<file path="config.mk">
export PLATFORM = sky130hd
export DESIGN_NAME = fsk_tx
export DESIGN_NICKNAME = d
export VERILOG_FILES = /design/src/rtl/fsk_pkg.sv /design/src/rtl/fsk_phase_acc.sv /design/src/rtl/fsk_sine_lut.sv /design/src/rtl/fsk_bit_seq.sv /design/src/rtl/fsk_tx.sv
export SDC_FILE = /design/constraint.sdc
export NUM_CORES = 1
export LEC_CHECK = 0
export ABC_AREA = 1
export BUFFER_PORTS_ARGS = -buffer_cell sky130_fd_sc_hd__buf_2
export CAP_MARGIN = 10
export CORE_MARGIN = 2
export CORE_UTILIZATION = 45
export DETAILED_ROUTE_END_ITERATION = 16
export HOLD_SLACK_MARGIN = 0.06
export PLACE_DENSITY = 0.66
export RECOVER_POWER = 25
export SLEW_MARGIN = 20
export SYNTH_ARGS = -nofsm -noshare
export SYNTH_HDL_FRONTEND = slang
export SYNTH_SLANG_ARGS = --single-unit
</file>
<file path="constraint.sdc">
create_clock -name clk -period 6.6 [get_ports clk]
set_input_delay 0.33 -clock clk [delete_from_list [all_inputs] [get_ports clk]]
set_output_delay 0.33 -clock clk [all_outputs]
set_load 0.005 [all_outputs]
</file>
<file path="src/rtl/fsk_pkg.sv">
package fsk_pkg;
  localparam int unsigned FRAME_BITS = 32;
  localparam int unsigned LUT_AW     = 6;
  localparam int unsigned SAMP_W     = 8;
  localparam int unsigned NUM_TONES  = 2;
  typedef enum logic {TONE_LO = 1'b0, TONE_HI = 1'b1} tone_e;
endpackage

</file>
<file path="src/rtl/fsk_phase_acc.sv">
module fsk_phase_acc #(
  parameter int unsigned ACC_W = 16
) (
  input  logic             clk,
  input  logic             rst_n,
  input  logic             en_i,
  input  logic [ACC_W-1:0] fcw_i,
  output logic [ACC_W-1:0] phase_o
);
  logic [ACC_W-1:0] phase_q, phase_d;

  always_comb begin
    phase_d = phase_q;
    if (en_i) phase_d = phase_q + fcw_i;
  end

  always_ff @(posedge clk or negedge rst_n) begin
    if (!rst_n) phase_q <= '0;
    else        phase_q <= phase_d;
  end

  assign phase_o = phase_q;
endmodule

</file>
<file path="src/rtl/fsk_sine_lut.sv">
module fsk_sine_lut
  import fsk_pkg::*;
(
  input  logic [LUT_AW-1:0]        addr_i,
  output logic signed [SAMP_W-1:0] sample_o
);
  localparam int unsigned QW = LUT_AW - 2;
  localparam int unsigned QN = 1 << QW;

  logic [1:0]        quad;
  logic [QW-1:0]     off;
  logic [QW:0]       qidx;
  logic [SAMP_W-1:0] mag;

  assign quad = addr_i[LUT_AW-1 -: 2];
  assign off  = addr_i[QW-1:0];

  always_comb begin
    if (quad[0]) qidx = (QW+1)'(QN) - {1'b0, off};
    else         qidx = {1'b0, off};
  end

  always_comb begin
    case (qidx)
      5'd0:    mag = 8'd0;
      5'd1:    mag = 8'd12;
      5'd2:    mag = 8'd25;
      5'd3:    mag = 8'd37;
      5'd4:    mag = 8'd49;
      5'd5:    mag = 8'd60;
      5'd6:    mag = 8'd71;
      5'd7:    mag = 8'd81;
      5'd8:    mag = 8'd90;
      5'd9:    mag = 8'd98;
      5'd10:   mag = 8'd106;
      5'd11:   mag = 8'd112;
      5'd12:   mag = 8'd117;
      5'd13:   mag = 8'd122;
      5'd14:   mag = 8'd125;
      5'd15:   mag = 8'd126;
      default: mag = 8'd127;
    endcase
  end

  always_comb begin
    if (quad[1]) sample_o = -$signed(mag);
    else         sample_o = $signed(mag);
  end
endmodule

</file>
<file path="src/rtl/fsk_bit_seq.sv">
module fsk_bit_seq #(
  parameter int unsigned BITS  = 32,
  parameter int unsigned LEN_W = 8
) (
  input  logic             clk,
  input  logic             rst_n,
  input  logic             start_i,
  input  logic [BITS-1:0]  data_i,
  input  logic [LEN_W-1:0] len_i,
  output logic             accept_o,
  output logic             busy_o,
  output logic             bit_o,
  output logic             done_o
);
  localparam int unsigned CNT_W = $clog2(BITS);

  logic             busy_q, busy_d;
  logic             done_q, done_d;
  logic [BITS-1:0]  sh_q, sh_d;
  logic [LEN_W-1:0] scnt_q, scnt_d;
  logic [LEN_W-1:0] len_q, len_d;
  logic [CNT_W-1:0] bcnt_q, bcnt_d;
  logic             last_samp, last_bit;

  assign last_samp = (scnt_q == len_q - LEN_W'(1));
  assign last_bit  = (bcnt_q == CNT_W'(BITS-1));
  assign accept_o  = start_i & ~busy_q;

  always_comb begin
    busy_d = busy_q;
    done_d = 1'b0;
    sh_d   = sh_q;
    scnt_d = scnt_q;
    bcnt_d = bcnt_q;
    len_d  = len_q;
    if (busy_q) begin
      if (last_samp) begin
        scnt_d = '0;
        if (last_bit) begin
          busy_d = 1'b0;
          done_d = 1'b1;
        end else begin
          bcnt_d = bcnt_q + CNT_W'(1);
          sh_d   = {sh_q[BITS-2:0], 1'b0};
        end
      end else begin
        scnt_d = scnt_q + LEN_W'(1);
      end
    end else if (start_i) begin
      busy_d = 1'b1;
      sh_d   = data_i;
      scnt_d = '0;
      bcnt_d = '0;
      len_d  = (len_i == '0) ? LEN_W'(1) : len_i;
    end
  end

  always_ff @(posedge clk or negedge rst_n) begin
    if (!rst_n) begin
      busy_q <= 1'b0;
      done_q <= 1'b0;
      sh_q   <= '0;
      scnt_q <= '0;
      bcnt_q <= '0;
      len_q  <= LEN_W'(1);
    end else begin
      busy_q <= busy_d;
      done_q <= done_d;
      sh_q   <= sh_d;
      scnt_q <= scnt_d;
      bcnt_q <= bcnt_d;
      len_q  <= len_d;
    end
  end

  assign busy_o = busy_q;
  assign done_o = done_q;
  assign bit_o  = busy_q & sh_q[BITS-1];
endmodule

</file>
<file path="src/rtl/fsk_tx.sv">
module fsk_tx
  import fsk_pkg::*;
#(
  parameter int unsigned ACC_W = 16,
  parameter int unsigned LEN_W = 8
) (
  input  logic                     clk,
  input  logic                     rst_n,
  input  logic                     start_i,
  input  logic [FRAME_BITS-1:0]    data_i,
  input  logic [ACC_W-1:0]         fcw_hi_i,
  input  logic [ACC_W-1:0]         fcw_lo_i,
  input  logic [LEN_W-1:0]         bit_len_i,
  output logic signed [SAMP_W-1:0] sample_o,
  output logic                     bit_o,
  output logic                     busy_o,
  output logic                     done_o
);
  logic                  accept;
  logic [ACC_W-1:0]      fcw_q [NUM_TONES];
  logic [ACC_W-1:0]      fcw_d [NUM_TONES];
  logic [ACC_W-1:0]      phase [NUM_TONES];
  logic [ACC_W-1:0]      fcw_in[NUM_TONES];
  logic [LUT_AW-1:0]     lut_addr;
  logic signed [SAMP_W-1:0] lut_val;
  tone_e                 tone_sel;

  assign fcw_in[TONE_LO] = fcw_lo_i;
  assign fcw_in[TONE_HI] = fcw_hi_i;

  fsk_bit_seq #(.BITS(FRAME_BITS), .LEN_W(LEN_W)) u_seq (
    .clk      (clk),
    .rst_n    (rst_n),
    .start_i  (start_i),
    .data_i   (data_i),
    .len_i    (bit_len_i),
    .accept_o (accept),
    .busy_o   (busy_o),
    .bit_o    (bit_o),
    .done_o   (done_o)
  );

  for (genvar t = 0; t < NUM_TONES; t++) begin : g_tone
    always_comb begin
      fcw_d[t] = fcw_q[t];
      if (accept) fcw_d[t] = fcw_in[t];
    end

    always_ff @(posedge clk or negedge rst_n) begin
      if (!rst_n) fcw_q[t] <= '0;
      else        fcw_q[t] <= fcw_d[t];
    end

    fsk_phase_acc #(.ACC_W(ACC_W)) u_acc (
      .clk     (clk),
      .rst_n   (rst_n),
      .en_i    (1'b1),
      .fcw_i   (fcw_q[t]),
      .phase_o (phase[t])
    );
  end

  assign tone_sel = bit_o ? TONE_HI : TONE_LO;
  assign lut_addr = phase[tone_sel][ACC_W-1 -: LUT_AW];

  fsk_sine_lut u_lut (
    .addr_i   (lut_addr),
    .sample_o (lut_val)
  );

  assign sample_o = busy_o ? lut_val : '0;
endmodule

</file>
### Word level (Yosys, flattened, before mapping)

Memories as Yosys holds them, arrays and structs flattened.
Index checks and enable logic that the tools add are counted.

* memories kept: 1
* output and inout port bits: 11
* register bits: 119
* ROM bits: 112
* bits of input ports: 75

* bitwise gates (word level): 4
* equality and inequality tests: 4
* mux-type cells: 27
* add/sub/neg operators: 7
* magnitude comparators: 1
* reductions and logical operators: 4

Memories
* (no name shown): depth 16, bits a word 7, rd ports 1, clocked after memory_dff 0, wr ports 0, line fsk_sine_lut.sv:24 `case (qidx)`

Operator list (number)
* two-way mux 32 bit: 4
* two-way mux 8 bit: 7
* two-way mux 16 bit: 3
* adder 16 bit: 2
* two-way mux 5 bit: 5
* adder 8 x 1 -> 8 bit, second input constant: 1
* equality test 8 bit: 1
* logical NOT 8 bit: 1
* two-way mux 1 bit: 8
* negator 8 bit: 1
* subtractor 8 x 1 -> 8 bit, second input constant: 1
* adder 5 x 1 -> 5 bit, second input constant: 1
* equality test 5 bit, second input constant: 1
* subtractor 5 x 4 -> 5 bit, first input constant: 1
* != test 2 bit, second input constant: 2
* AND reduction 3 bit: 1
* AND 1 bit: 2
* greater-or-equal comparator 2 bit, second input constant: 1
* inverter 1 -> 2 bit: 1
* AND reduction 2 bit: 1
* nonzero test 2 bit: 1
* inverter 1 bit: 1

### Logic depth before layout (Yosys ltp)

An unclocked memory read counts as a cell.

* depth in word-level cells: 13
* mapped depth: 20
* gate-level depth less buffers: 18

### Modules after synthesis

From an unflattened synthesis, not the netlist that was laid out.

* cell total of the unflattened synthesis: 1171
* area, all modules: 8036.5 µm²

By module, submodules not included
* fsk_phase_acc: cells each 237, area an instance 1527.7 µm², seq. area each 400.4 µm², times used 2
* fsk_bit_seq: cells each 421, area an instance 3007.9 µm², seq. area each 1377.6 µm², times used 1
* fsk_tx: cells each 173, area an instance 1432.6 µm², seq. area each 800.8 µm², times used 1
* fsk_sine_lut: cells each 103, area an instance 540.5 µm², seq. area each 0.0 µm², times used 1

### Worst setup path before layout

No wires, ideal clock.

* path type: register -> output
* start point: register u_seq.busy_q (netlist: u_seq.busy_o)
* end point: output sample_o[6]
* path buffers: 2
* path slack: 3.992 ns
* stages on the path, launching flop included: 20
* required time: 6.270 ns
* arrival time: 2.278 ns
* cells stage by stage: dfrtp_1 > buf_6 > nand2_2 > buf_6 > clkinv_4 > nand2_2 > nand2_4 > nand3_1 > nand2_1 > ha_1 > nand3_1 > nand2_1 > nor2_1 > ha_1 > inv_1 > nor2_1 > nand3_1 > nand3_1 > nand2_1 > nor2_1

* cells in the longest elaborated chain, start to end: 13

Ends and longest elaborated chain
* from (decl): line fsk_bit_seq.sv:17 `logic busy_q, busy_d;`
* from (signal assigned): line fsk_bit_seq.sv:67 `busy_q <= busy_d;`
* AND 1 bit *: line fsk_bit_seq.sv:78 `assign bit_o = busy_q & sh_q[BITS-1];`
* via bit_o: line fsk_tx.sv:15 `output logic bit_o,`
* two-way mux 1 bit *: line fsk_tx.sv:63 `assign tone_sel = bit_o ? TONE_HI : TONE_LO;`
* inverter 1 -> 2 bit (not written as such) *: line fsk_tx.sv:64 `assign lut_addr = phase[tone_sel][ACC_W-1 -: LUT_AW];`
* two-way mux 16 bit (not written as such) * (3 in a row): line fsk_tx.sv:64
* subtractor 5 x 4 -> 5 bit: line fsk_sine_lut.sv:19 `if (quad[0]) qidx = (QW+1)'(QN) - {1'b0, off};`
* two-way mux 5 bit: line fsk_sine_lut.sv:19
* memory read (16 x 7 bit)
* two-way mux 8 bit: line fsk_sine_lut.sv:24
* negator 8 bit: line fsk_sine_lut.sv:46 `if (quad[1]) sample_o = -$signed(mag);`
* two-way mux 8 bit *: line fsk_sine_lut.sv:46
* two-way mux 8 bit *: line fsk_tx.sv:71 `assign sample_o = busy_o ? lut_val : '0;`
* to (decl): line fsk_tx.sv:14 `output logic signed [SAMP_W-1:0] sample_o,`

Mark *: on every way through the listed nets, which the timed path passes. The rest lies on a longest branch. The select of a mux whose other input is x is not followed.

### Worst setup path in the final report

* start point: register u_seq.busy_q (netlist: u_seq.busy_o)
* end point: output sample_o[6]

* cells in the longest elaborated chain, start to end: 13

Ends and longest elaborated chain (line)
* AND 1 bit: fsk_bit_seq.sv:78
* two-way mux 1 bit: fsk_tx.sv:63
* inverter 1 -> 2 bit (not written as such): fsk_tx.sv:64
* two-way mux 16 bit (not written as such) (3 in a row): fsk_tx.sv:64
* subtractor 5 x 4 -> 5 bit: fsk_sine_lut.sv:19
* two-way mux 5 bit: fsk_sine_lut.sv:19
* memory read (16 x 7 bit)
* two-way mux 8 bit: fsk_sine_lut.sv:24
* negator 8 bit: fsk_sine_lut.sv:46
* two-way mux 8 bit: fsk_sine_lut.sv:46
* two-way mux 8 bit *: fsk_tx.sv:71

Mark *: on every way between the ends. The rest lies on a longest branch, timed or not. The select of a mux whose other input is x is not followed.

==> impl_results.html <==
<table>
<tr><th>Metric</th><th>Value</th></tr>
<tr><th colspan="2">Global routing</th></tr>
<tr><td>Maximum number of pins on one net before global-route repair</td><td>74</td></tr>
<tr><td>Number of global-route vias before repair</td><td>approximately 5,100</td></tr>
<tr><td>Number of antenna violations at the first check in global routing</td><td>0</td></tr>
<tr><td>Gr ovfl total</td><td>0</td></tr>
<tr><td>Aggregate global-route resource usage</td><td>0.181</td></tr>
<tr><td>Global-route wire length before repair</td><td>23,500 um</td></tr>
<tr><th colspan="2">STA</th></tr>
<tr><td>Worst setup skew after layout</td><td>~9.1 ps</td></tr>
<tr><td>Setup repair after global routing missed its margin</td><td>no</td></tr>
<tr><td>Fraction of the cycle the final worst path needs</td><td>0.578</td></tr>
<tr><td>Worst-margin pin slew</td><td>3680 ps</td></tr>
<tr><td>Fmax</td><td>between 200 and 300 MHz</td></tr>
<tr><td>Total of endpoints with negative setup slack in the final report</td><td>0</td></tr>
<tr><td>Worst Hold Margin</td><td>~150 ps</td></tr>
<tr><td>Final hold violation count</td><td>0</td></tr>
<tr><td>Setup TNS</td><td>0 ps</td></tr>
<tr><td>Number of max-slew violations in the final report</td><td>just over 70</td></tr>
<tr><td>Relative slew slack</td><td>-1.46</td></tr>
<tr><td>Post-layout min period</td><td>3810 ps</td></tr>
<tr><th colspan="2">Power and ir drop</th></tr>
<tr><td>Peak ir drop on the vdd network</td><td>roughly 0.00016 V</td></tr>
<tr><td>Cell Pwr Density</td><td>approximately 230 nW/um^2</td></tr>
<tr><td>Leakage power total</td><td>around 4.4 nW</td></tr>
<tr><th colspan="2">Die</th></tr>
<tr><td>Num ports</td><td>between 80 and 90</td></tr>
<tr><td>Initial Util</td><td>0.462</td></tr>
<tr><td>Die boundary width</td><td>~130 um</td></tr>
<tr><td>Total die area</td><td>about 16,000 um^2</td></tr>
<tr><td>Placeable core region</td><td>roughly 15,000 um^2</td></tr>
<tr><td>Vert. Die Dim</td><td>126 um</td></tr>
<tr><td>Number of rows created at floorplan</td><td>44</td></tr>
<tr><th colspan="2">Finish</th></tr>
<tr><td>Count of inserted antenna diode cells</td><td>0</td></tr>
<tr><td>Final #Nets</td><td>roughly 900</td></tr>
<tr><td>Design area</td><td>roughly 7900 um^2</td></tr>
<tr><td>Share of post-route cells with drive strength above 1</td><td>0.226</td></tr>
<tr><td>Relative area change from synthesis to final layout</td><td>17.4%</td></tr>
<tr><th colspan="2">Setup path</th></tr>
<tr><td>Start point of the critical path</td><td>u_seq.busy_o</td></tr>
<tr><td>Launch instance of the worst register-to-register path</td><td>u_seq.len_q[0]</td></tr>
<tr><td>Crit path max fanout</td><td>slightly above 50</td></tr>
<tr><td>Crit path DAT</td><td>around 3500 ps</td></tr>
<tr><td>Crit Path Category</td><td>reg2out</td></tr>
<tr><td>Critical path required time</td><td>between 6000 and 7000 ps</td></tr>
<tr><td>Worst setup endpoint</td><td>sample_o[6]</td></tr>
<tr><td>Category of the worst setup path capture point</td><td>output port</td></tr>
<tr><td>Reg-to-Reg End</td><td>u_seq.sh_q[13]</td></tr>
<tr><td>Reg-to-reg slack, setup</td><td>between 3000 and 4000 ps</td></tr>
<tr><td>Critical Path Source Type</td><td>register</td></tr>
<tr><td>FF-to-FF path depth</td><td>11</td></tr>
<tr><th colspan="2">Outcome</th></tr>
<tr><td>Failing checks</td><td>capacitance limit, slew limit</td></tr>
<tr><td>Status</td><td>finished with violations</td></tr>
<tr><th colspan="2">Route</th></tr>
<tr><td>Residual DRC count</td><td>0</td></tr>
<tr><td>Iteration-0 DRC count of the detailed router</td><td>291</td></tr>
<tr><td>Average wire length per cell after detail routing</td><td>about 13 um</td></tr>
<tr><td>Total routed wirelength</td><td>~13,000 um</td></tr>
<tr><td>Highest routed layer</td><td>met4</td></tr>
<tr><td>Met3 wire len</td><td>between 400 and 500 um</td></tr>
<tr><td>Number of antenna-violating nets in the routed design</td><td>0</td></tr>
<tr><td>Metal-1 WL</td><td>approximately 6200 um</td></tr>
<tr><td>Vias per inst</td><td>~5.0</td></tr>
<tr><td>Number of search-and-repair iterations in the first detailed-routing pass</td><td>4</td></tr>
<tr><td>Via Count</td><td>5,025</td></tr>
<tr><td>Detail Route met2 WL</td><td>~6200 um</td></tr>
<tr><th colspan="2">Clocking</th></tr>
<tr><td>Clock buffers created by TritonCTS</td><td>17</td></tr>
<tr><td>Number of instances resized during post-cts repair</td><td>0</td></tr>
<tr><td>Setup bufs post-CTS</td><td>0</td></tr>
<tr><td>Master cell of the clock root buffer</td><td>sky130_fd_sc_hd__clkbuf_16</td></tr>
<tr><td>TritonCTS clock tree</td><td>done</td></tr>
<tr><td>Number of clock sinks</td><td>119</td></tr>
<tr><td>Count of H-tree levels built during CTS</td><td>4</td></tr>
<tr><td>Max Buffers Root-to-Sink</td><td>2</td></tr>
<tr><td>Source-to-sink clock delay at the later pin of the worst-skew pair</td><td>just over 400 ps</td></tr>
<tr><td>Number of buffers inserted for hold repair after clock tree synthesis</td><td>0</td></tr>
<tr><td>Clock Pin Slew Worst Setup and Hold Paths</td><td>around 50 ps</td></tr>
<tr><th colspan="2">Hold path</th></tr>
<tr><td>Class of the most critical hold timing path</td><td>in2reg</td></tr>
<tr><th colspan="2">Yosys</th></tr>
<tr><td>Synthesized cell area</td><td>6710 um^2</td></tr>
<tr><td>Sequential area share after synthesis</td><td>0.444</td></tr>
<tr><td>Per-instance average area after synthesis</td><td>9.36 um^2</td></tr>
<tr><td>Nets in the synthesized netlist</td><td>about 830</td></tr>
<tr><td>Total of flip-flops plus latches after synthesis</td><td>roughly 120</td></tr>
<tr><td>Number of warnings reported in the yosys synthesis log</td><td>0</td></tr>
<tr><td>Synth cell types</td><td>39</td></tr>
<tr><td>Post-Synthesis Cells</td><td>roughly 700</td></tr>
<tr><th colspan="2">Placed design</th></tr>
<tr><td>Count of input and output buffers</td><td>85</td></tr>
<tr><td>Routability cong.</td><td>between 0.8 and 0.9</td></tr>
<tr><td>Total placed instance area</td><td>approximately 7300 um^2</td></tr>
<tr><td>Placed wire-length estimate</td><td>about 9500 um</td></tr>
<tr><th colspan="2">Job</th></tr>
<tr><td>Max-cap check violation count</td><td>1</td></tr>
</table>
==> state kept, by name, summed over array words and instances (netlist names) <==
name,cells
u_seq.busy_o,1
u_seq.sh_q,32
u_seq.done_o,1
u_seq.scnt_q,8
g_tone.u_acc.phase_o,32
u_seq.len_q,8
u_seq.bcnt_q,5
fcw_q,32
==> how the worst min path moves through the flow <==
stage | startpoint | endpoint | slack [ps] | cells past startpoint
after global placement | g_tone[0].u_acc.phase_o[0] | g_tone[0].u_acc.phase_o[0] | 450 | 1
after floorplan | rst_n | fcw_q[0] | 30 | 0
after global routing | fcw_hi_i[14] | fcw_q[14] | 130 | 2
after detailed placement | g_tone[0].u_acc.phase_o[0] | g_tone[0].u_acc.phase_o[0] | 460 | 1
final | fcw_hi_i[9] | fcw_q[9] | 150 | 2
after CTS | rst_n | fcw_q[19] | 70 | 1
==> area by class of cell <==
type	instances	area [um^2]
Inverter	66	253
Tap cell	184	230
Clock inverter	9	97.6
Multi-Input combinational cell	513	3390
Timing Repair Buffer	87	439
Fill cell	1336	6660
Clock buffer	23	488
Sequential cell	119	2980
==> layout by cell type (no fill, tap or decap), drive strengths merged <==
cell      instances
mux2             32
clkinvlp          1
nor4              1
fa                2
clkbuf           24
a31oi             2
nand3b            2
o31ai             4
ha               39
nor3             11
xnor2            15
clkinv            7
nand2           143
o21a              2
buf              86
nor2             30
inv              65
nand4             3
or2               4
mux2i            31
nand3            47
dfstp             1
dfrtp           118
o21ai            63
bufinv            2
a21oi            41
o22ai             7
a21boi            5
xor2             29
==> kinds of logic (layout without fill, tap and decap cells) <==
| kind of cell | after synthesis | after routing | synth area share |
|---|---|---|---|
| flip-flops | 119 | 119 | 0.444 |
| adder cells (fa/ha/maj) | 41 | 41 | 0.0787 |
| multiplexers | 63 | 63 | 0.0999 |
| AO/OA/AOI/OAI | 124 | 124 | 0.0994 |
| buffers and inverters | 85 | 185 | 0.0524 |
| XOR/XNOR | 44 | 44 | 0.0574 |
| AND/OR/NAND/NOR | 241 | 241 | 0.168 |
==> report_power, final <==
group,internal (mW),total [mW],switching [mW]
sequential,0.759,0.785,0.0261
combinational,0.0717,0.159,0.0876
clock,0.591,0.904,0.313
==> cells in the mapped netlist <==
library cell | number | area share
sky130_fd_sc_hd__mux2i_1 | 31 | 0.046
sky130_fd_sc_hd__clkinv_4 | 1 | 0.0013
sky130_fd_sc_hd__inv_1 | 65 | 0.036
sky130_fd_sc_hd__o21ai_1 | 6 | 0.0045
sky130_fd_sc_hd__o21ai_0 | 55 | 0.041
sky130_fd_sc_hd__nand2_2 | 13 | 0.012
sky130_fd_sc_hd__a31oi_1 | 2 | 0.0019
sky130_fd_sc_hd__a21boi_0 | 4 | 0.0045
sky130_fd_sc_hd__nand2_1 | 124 | 0.069
sky130_fd_sc_hd__nor2_1 | 28 | 0.016
sky130_fd_sc_hd__dfrtp_1 | 118 | 0.44
sky130_fd_sc_hd__nand4_1 | 3 | 0.0028
sky130_fd_sc_hd__o21ai_2 | 2 | 0.0026
sky130_fd_sc_hd__nand3_1 | 42 | 0.031
sky130_fd_sc_hd__nand3_4 | 1 | 0.0026
sky130_fd_sc_hd__buf_2 | 7 | 0.0052
sky130_fd_sc_hd__buf_6 | 2 | 0.0034
sky130_fd_sc_hd__dfstp_2 | 1 | 0.0039
sky130_fd_sc_hd__nand3_2 | 4 | 0.0060
sky130_fd_sc_hd__nand2_4 | 6 | 0.010
sky130_fd_sc_hd__nor4_1 | 1 | 0.00093
sky130_fd_sc_hd__nor2_2 | 1 | 0.00093
sky130_fd_sc_hd__xnor2_1 | 15 | 0.020
sky130_fd_sc_hd__o31ai_1 | 4 | 0.0045
sky130_fd_sc_hd__nand3b_1 | 2 | 0.0022
sky130_fd_sc_hd__xor2_1 | 29 | 0.038
sky130_fd_sc_hd__a21oi_1 | 41 | 0.031
sky130_fd_sc_hd__a21boi_1 | 1 | 0.0011
sky130_fd_sc_hd__or2_2 | 4 | 0.0037
sky130_fd_sc_hd__buf_4 | 1 | 0.0011
sky130_fd_sc_hd__clkbuf_1 | 9 | 0.0050
sky130_fd_sc_hd__mux2_2 | 32 | 0.054
sky130_fd_sc_hd__ha_1 | 39 | 0.073
sky130_fd_sc_hd__nor2_4 | 1 | 0.0017
sky130_fd_sc_hd__nor3_2 | 1 | 0.0015
sky130_fd_sc_hd__o22ai_1 | 7 | 0.0065
sky130_fd_sc_hd__fa_1 | 2 | 0.0060
sky130_fd_sc_hd__nor3_1 | 10 | 0.0075
sky130_fd_sc_hd__o21a_1 | 2 | 0.0022
==> routing by layer <==
metal | track usage | vias to the layer above
met5 | 0 | -
met4 | 0.0685 | 0
li1 | - | 2590
met2 | 0.290 | 71
met3 | 0.0484 | 20
met1 | 0.235 | 2344
==> critical path, stage by stage (launching register included) <==
cell,delay (ps)
sky130_fd_sc_hd__dfrtp_2,360
sky130_fd_sc_hd__buf_4,570
sky130_fd_sc_hd__nand3_1,220
sky130_fd_sc_hd__nand2_2,200
sky130_fd_sc_hd__nand2_4,90
sky130_fd_sc_hd__nand3_1,110
sky130_fd_sc_hd__nand2_1,160
sky130_fd_sc_hd__ha_1,240
sky130_fd_sc_hd__nand3_1,120
sky130_fd_sc_hd__nand2_1,60
sky130_fd_sc_hd__nor2_1,130
sky130_fd_sc_hd__ha_1,190
sky130_fd_sc_hd__inv_1,40
sky130_fd_sc_hd__nor2_1,140
sky130_fd_sc_hd__nand3_1,110
sky130_fd_sc_hd__nand3_1,80
sky130_fd_sc_hd__nand2_1,50
sky130_fd_sc_hd__nor2_1,100
sky130_fd_sc_hd__buf_2,110
==> per-stage QoR <==
stage / setup slack, ps / cells / power (mW) / util
3_5_place_dp: 3210 / 969 / 0.957 / 0.502
4_1_cts: 2770 / 1001 / 1.87 / 0.542
2_1_floorplan: 3990 / 717 / 0.896 / -
5_1_grt: 2390 / 1001 / 1.93 / 0.542
6_report: 2790 / 1001 / 1.85 / 0.542
3_3_place_gp: 3330 / 969 / 0.951 / 0.502
Note: power is estimated with default switching activity, not from simulation.
